==> config.mk <==
export PLATFORM = sky130hd
export DESIGN_NAME = bscan_chain
export DESIGN_NICKNAME = d
export VERILOG_FILES = /design/src/rtl/bscan_pkg.sv /design/src/rtl/bscan_rst_sync.sv /design/src/rtl/bscan_cell.sv /design/src/rtl/bscan_chain.sv
export SDC_FILE = /design/constraint.sdc
export NUM_CORES = 1
export LEC_CHECK = 0
export BUFFER_PORTS_ARGS = -buffer_cell sky130_fd_sc_hd__buf_2
export CAP_MARGIN = 0
export CORE_MARGIN = 2
export CORE_UTILIZATION = 49
export CTS_CLUSTER_DIAMETER = 40
export DETAILED_ROUTE_END_ITERATION = 8
export GPL_TIMING_DRIVEN = 0
export PLACE_DENSITY = 0.73
export SLEW_MARGIN = 10
export SYNTH_ARGS = -nofsm -noshare
export SYNTH_HDL_FRONTEND = slang
export SYNTH_HIERARCHICAL = 1
export SYNTH_SLANG_ARGS = --single-unit
==> constraint.sdc <==
create_clock -name tck -period 0.8 [get_ports tck]
set_input_delay 0.12 -clock tck [delete_from_list [all_inputs] [get_ports tck]]
set_output_delay 0.12 -clock tck [all_outputs]
set_load 0.005 [all_outputs]
==> src/rtl/bscan_pkg.sv <==
package bscan_pkg;
  // Control bundle shared by every cell of the chain.
  typedef struct packed {
    logic capture;
    logic shift;
    logic update;
    logic test;
  } bs_ctrl_t;
endpackage

==> src/rtl/bscan_rst_sync.sv <==
module bscan_rst_sync #(
  parameter int STAGES = 2
) (
  input  logic clk,
  input  logic arst_n,
  output logic rst_n
);
  logic [STAGES-1:0] sync_q;
  logic [STAGES-1:0] sync_d;

  always_comb begin
    sync_d = {sync_q[STAGES-2:0], 1'b1};
  end

  always_ff @(posedge clk or negedge arst_n) begin
    if (!arst_n) sync_q <= '0;
    else         sync_q <= sync_d;
  end

  assign rst_n = sync_q[STAGES-1];
endmodule

==> src/rtl/bscan_cell.sv <==
module bscan_cell
  import bscan_pkg::*;
(
  input  logic     tck,
  input  logic     rst_n,
  input  bs_ctrl_t ctrl,
  input  logic     par_in,
  input  logic     ser_in,
  output logic     ser_out,
  output logic     par_out
);
  logic stage_q, stage_d;
  logic hold_q, hold_d;

  // Input side: capture has priority over shift, otherwise hold.
  always_comb begin
    stage_d = stage_q;
    if (ctrl.capture)    stage_d = par_in;
    else if (ctrl.shift) stage_d = ser_in;
  end

  always_ff @(posedge tck or negedge rst_n) begin
    if (!rst_n) stage_q <= 1'b0;
    else        stage_q <= stage_d;
  end

  // Update latch, loaded on the falling edge.
  always_comb begin
    hold_d = hold_q;
    if (ctrl.update) hold_d = stage_q;
  end

  always_ff @(negedge tck or negedge rst_n) begin
    if (!rst_n) hold_q <= 1'b0;
    else        hold_q <= hold_d;
  end

  // Output side: normal path or latched test value.
  assign par_out = ctrl.test ? hold_q : par_in;
  assign ser_out = stage_q;
endmodule

==> src/rtl/bscan_chain.sv <==
module bscan_chain
  import bscan_pkg::*;
#(
  parameter int CHAIN_LEN   = 8,
  parameter int SYNC_STAGES = 2
) (
  input  logic                 tck,
  input  logic                 trst_n,
  input  logic                 capture_en,
  input  logic                 shift_en,
  input  logic                 update_en,
  input  logic                 test_mode,
  input  logic                 scan_in,
  output logic                 scan_out,
  input  logic [CHAIN_LEN-1:0] core_in,
  output logic [CHAIN_LEN-1:0] pin_out
);
  localparam int LAST = CHAIN_LEN - 1;

  logic                 rst_n_sync;
  bs_ctrl_t             ctrl;
  logic [CHAIN_LEN-1:0] chain_q;
  logic [CHAIN_LEN-1:0] ser_feed;

  bscan_rst_sync #(.STAGES(SYNC_STAGES)) u_rst (
    .clk    (tck),
    .arst_n (trst_n),
    .rst_n  (rst_n_sync)
  );

  always_comb begin
    ctrl.capture = capture_en;
    ctrl.shift   = shift_en;
    ctrl.update  = update_en;
    ctrl.test    = test_mode;
  end

  for (genvar i = 0; i < CHAIN_LEN; i++) begin : g_cell
    if (i == 0) begin : g_head
      assign ser_feed[i] = scan_in;
    end else begin : g_body
      assign ser_feed[i] = chain_q[i-1];
    end

    bscan_cell u_cell (
      .tck     (tck),
      .rst_n   (rst_n_sync),
      .ctrl    (ctrl),
      .par_in  (core_in[i]),
      .ser_in  (ser_feed[i]),
      .ser_out (chain_q[i]),
      .par_out (pin_out[i])
    );
  end

  assign scan_out = chain_q[LAST];
endmodule

# Word level (Yosys, flattened, before mapping)

Index checks and enable logic that the tools add are counted.

Register bits after elaboration: 18
Input port bits: 15
Word-level logic and storage cells: 42

Multiplexer cells: 24
Reduce and logical (&&, ||, !) cells: 1

Operator list:

| cell              | number |
|---|---|
| $mux 1            | 24 |
| $reduce_bool 2->1 | 1 |

# Logic depth before layout (Yosys ltp)

Word-level depth: 2
Mapped depth: 2
Gate-level depth less buffers: 2

# Cells and area by module

The synthesis kept the hierarchy.

Modules (own cells, without submodules):

| module         | instances | cells each | area each (sq um) | sequential area each (sq um) |
|---|---|---|---|---|
| bscan_cell     | 8         | 7          | 95.1              | 50.0 |
| bscan_rst_sync | 1         | 3          | 53.8              | 50.0 |

==> out/metrics.csv <==
stage,metric,value,unit
worst_setup_path,cp_data_arrival_time,1.44,ns
floorplanning,die_y,44.8,microns
worst_setup_path,rr_endpoint,g_cell[3].u_cell/hold_q$_DFFE_NN0P_,
global_route,grtUsageTotal,0.197,
layout,num-fill-cells,105,
clocking,clock-root-buffer,clkbuf_4,
power_and_ir_drop,powerDensity,1880,mW/mm^2
clocking,clk-insertion-delay-late,0.29,ns
layout,multiInputGateArea,394,sq um
power_and_ir_drop,power.leakage,0.632,nW
layout,layout-drive-gt1-share,0.570,
synth,synthesis.nets,74,
placement,dpl.hpwl,1.03,mm
synth,syn_area,815,sq um
clocking,clock_sinks,18,
detailed_routing,vias_per_cell,5.16,
layout,num_antenna_cells,0,
min_path,worstHoldEndpoint,g_cell[5].u_cell/ser_out$_DFFE_PN0P_,
layout,nets,116,
detailed_routing,avgRoutedWirePerCell,14.4,microns
floorplanning,coreArea,0.00152,sq mm
floorplanning,num_rows,14,
worst_setup_path,r2r_cells,1,
sta,rsz0062_at_grt,true,
synth,synth_top_area_share,0.307,
sta,fin_ws,-0.759,ns
layout,post-route-util,0.790,
detailed_routing,route.detailed.drc,0,
clocking,cts_buffer_depth,2,
detailed_routing,via_count,598,
sta,slew_violations,0,
clocking,cts_made_buffers,3,
min_path,worstHoldPathCells,3,
global_route,antenna_found_initial,0,
sta,setup_viol,25,
status,status,finished with violations,
synth,synth_cells,59,
status,violations,negative setup slack,
placement,gp_congestion,0.641,
floorplanning,pin_count,24,
worst_setup_path,cp_data_required_time,0.68,ns
run,cap_violations,0,
synth,ys_seq_area_frac,0.553,
worst_setup_path,crit_path_top_delay_cell,dfrtn_1,
detailed_routing,final_antenna_net_count,0,
synth,synth.area.top_cells,"dfrtp_1 31%, dfrtn_1 25%, mux2_4 15%",
worst_setup_path,worstPathCellList,"mux2_4, buf_6",
worst_setup_path,r2r_slack,-0.41,ns
worst_setup_path,start_kind,flop,
clocking,cts.clk_slew.worst_paths,0.10,ns
worst_setup_path,crit_fanout,2,
layout,syn_to_final_growth,47.8,%
synth,synth_cell_type_count,8,
global_route,grt_start_max_net_pins,17,
global_route,first_global_vias,608,
worst_setup_path,end_kind,primary output,
detailed_routing,drt_iter0_drc,4,
min_path,hp-class,in2reg,
floorplanning,start_util,0.534,
min_path,hold_start,core_in[5],
sta,setup_tns,-9.72,ns
synth,syn_area_per_cell,13.8,sq um
worst_setup_path,slowest_delay,0.36,ns
global_route,grt_pass1_wl,2.66,mm
worst_setup_path,critical_path_class,reg2out,
sta,hold_ws,0.0461,ns
clocking,cts.htree.levels,1,
detailed_routing,dr.pass1.iters,4,
layout,ff_latch_area,454,sq um
detailed_routing,totalWireLength,1.67,mm
worst_setup_path,rr_startpoint,g_cell[3].u_cell/ser_out$_DFFE_PN0P_,
power_and_ir_drop,max-vdd-ir-drop,0.00108,V
synth,synth_top_area_cell,dfrtp_1,
sta,finClkSkew,0.00632,ns
synth,yosys_warnings,6,
global_route,grt.overflow.total,0,
sta,finalHoldViolations,0,
floorplanning,die_area,0.00200,sq mm
placement,numPortBuffers,23,
placement,post-place-ws,-0.474,ns
synth,ys_ff_latch,18,
clocking,cts_tree,done,
floorplanning,fp.dieW,44.8,microns
[registers in the layout, summed over array words and instances, names as in the netlist]
signal                 cells
g_cell.u_cell/hold_q       8
g_cell.u_cell/ser_out      8
u_rst/sync_q               2
[worst max-delay path: cells and delay by family (launching register included)]
family	cells	cell delay, ns
DFF	1	0.36
buffers and inverters	1	0.11
muxes	1	0.27
[synth_stat cells (all sizes together)]
| master | instances |
|---|---|
| dfrtn | 8 |
| nand2 | 8 |
| mux2 | 16 |
| o21ai | 8 |
| dfrtp | 10 |
| mux2i | 8 |
| conb | 1 |
[power breakdown]
group	switching, mW	internal [mW]	total, mW
Sequential	0.0802	1.02	1.10
Combinational	0.187	0.430	0.617
Clock	0.267	0.277	0.544
Total	0.534	1.73	2.27
[cell families (layout without fill, tap and decap cells)]
group | count (synthesis) | count (layout) | share of synthesized area
and+or+nand+nor | 8 | 8 | 0.0369
other | 1 | 1 | 0.00460
muxes | 24 | 24 | 0.356
buffers and inverters | 0 | 41 | 0
AOI/OAI and AO/OA | 8 | 8 | 0.0492
DFF | 18 | 18 | 0.553
[worst max-delay path by stage]
stage,from,endpoint,slack (ns),cells past startpoint
finish,g_cell[7].u_cell/hold_q$_DFFE_NN0P_,pin_out[7],-0.76,2
floorplan,g_cell[7].u_cell/ser_out$_DFFE_PN0P_,g_cell[7].u_cell/hold_q$_DFFE_NN0P_,-0.39,1
global route,g_cell[7].u_cell/hold_q$_DFFE_NN0P_,pin_out[7],-0.80,2
detailed placement,update_en,g_cell[1].u_cell/hold_q$_DFFE_NN0P_,-0.47,2
CTS,g_cell[7].u_cell/hold_q$_DFFE_NN0P_,pin_out[7],-0.77,2
global placement,update_en,g_cell[0].u_cell/hold_q$_DFFE_NN0P_,-0.47,2
[metrics by stage]
step                instances  power [mW]  area, sq um
finish                    116        2.27         1200
global route              116        2.39         1200
CTS                       114        2.20         1130
detailed placement         98        1.52          981
global placement           98        1.51          981
floorplan                  59        1.35          846
[cells in the final DEF, fill, tap and decap left out]
| master | instances |
|---|---|
| dfrtp_1 | 9 |
| conb_1 | 1 |
| dfrtp_4 | 1 |
| buf_4 | 6 |
| clkbuf_4 | 3 |
| clkbuf_8 | 1 |
| dfrtn_1 | 8 |
| buf_6 | 15 |
| dlygate4sd3_1 | 1 |
| mux2_4 | 16 |
| nand2_1 | 8 |
| mux2i_1 | 8 |
| buf_2 | 15 |
| o21ai_1 | 8 |
[per-layer routing]
metal / share of wire / vias to the layer above / global-route usage
li1: - / 294 / -
met5: 0 / - / 0
met1: 0.45 / 286 / 0.247
met3: 0.050 / 2 / 0.0720
met4: 0.0084 / 0 / 0.0882
met2: 0.49 / 16 / 0.307
[what timing repair did]
action                                  4_1_cts  5_1_grt
setup buffers                                11        4
pin swaps                                     0        4
endpoints found under the setup margin       17       33
hold buffers                                  1        0
gates resized for setup                       4       12
hold endpoints to repair                      2        0
[area by class of cell]
cell class / instances / area share
Timing Repair Buffer: 37 / 0.248
Multi-Input combinational cell: 41 / 0.327
Clock buffer: 4 / 0.0301
Sequential cell: 18 / 0.377
Tap cell: 16 / 0.0166
Power figures use the tool's default switching activity.
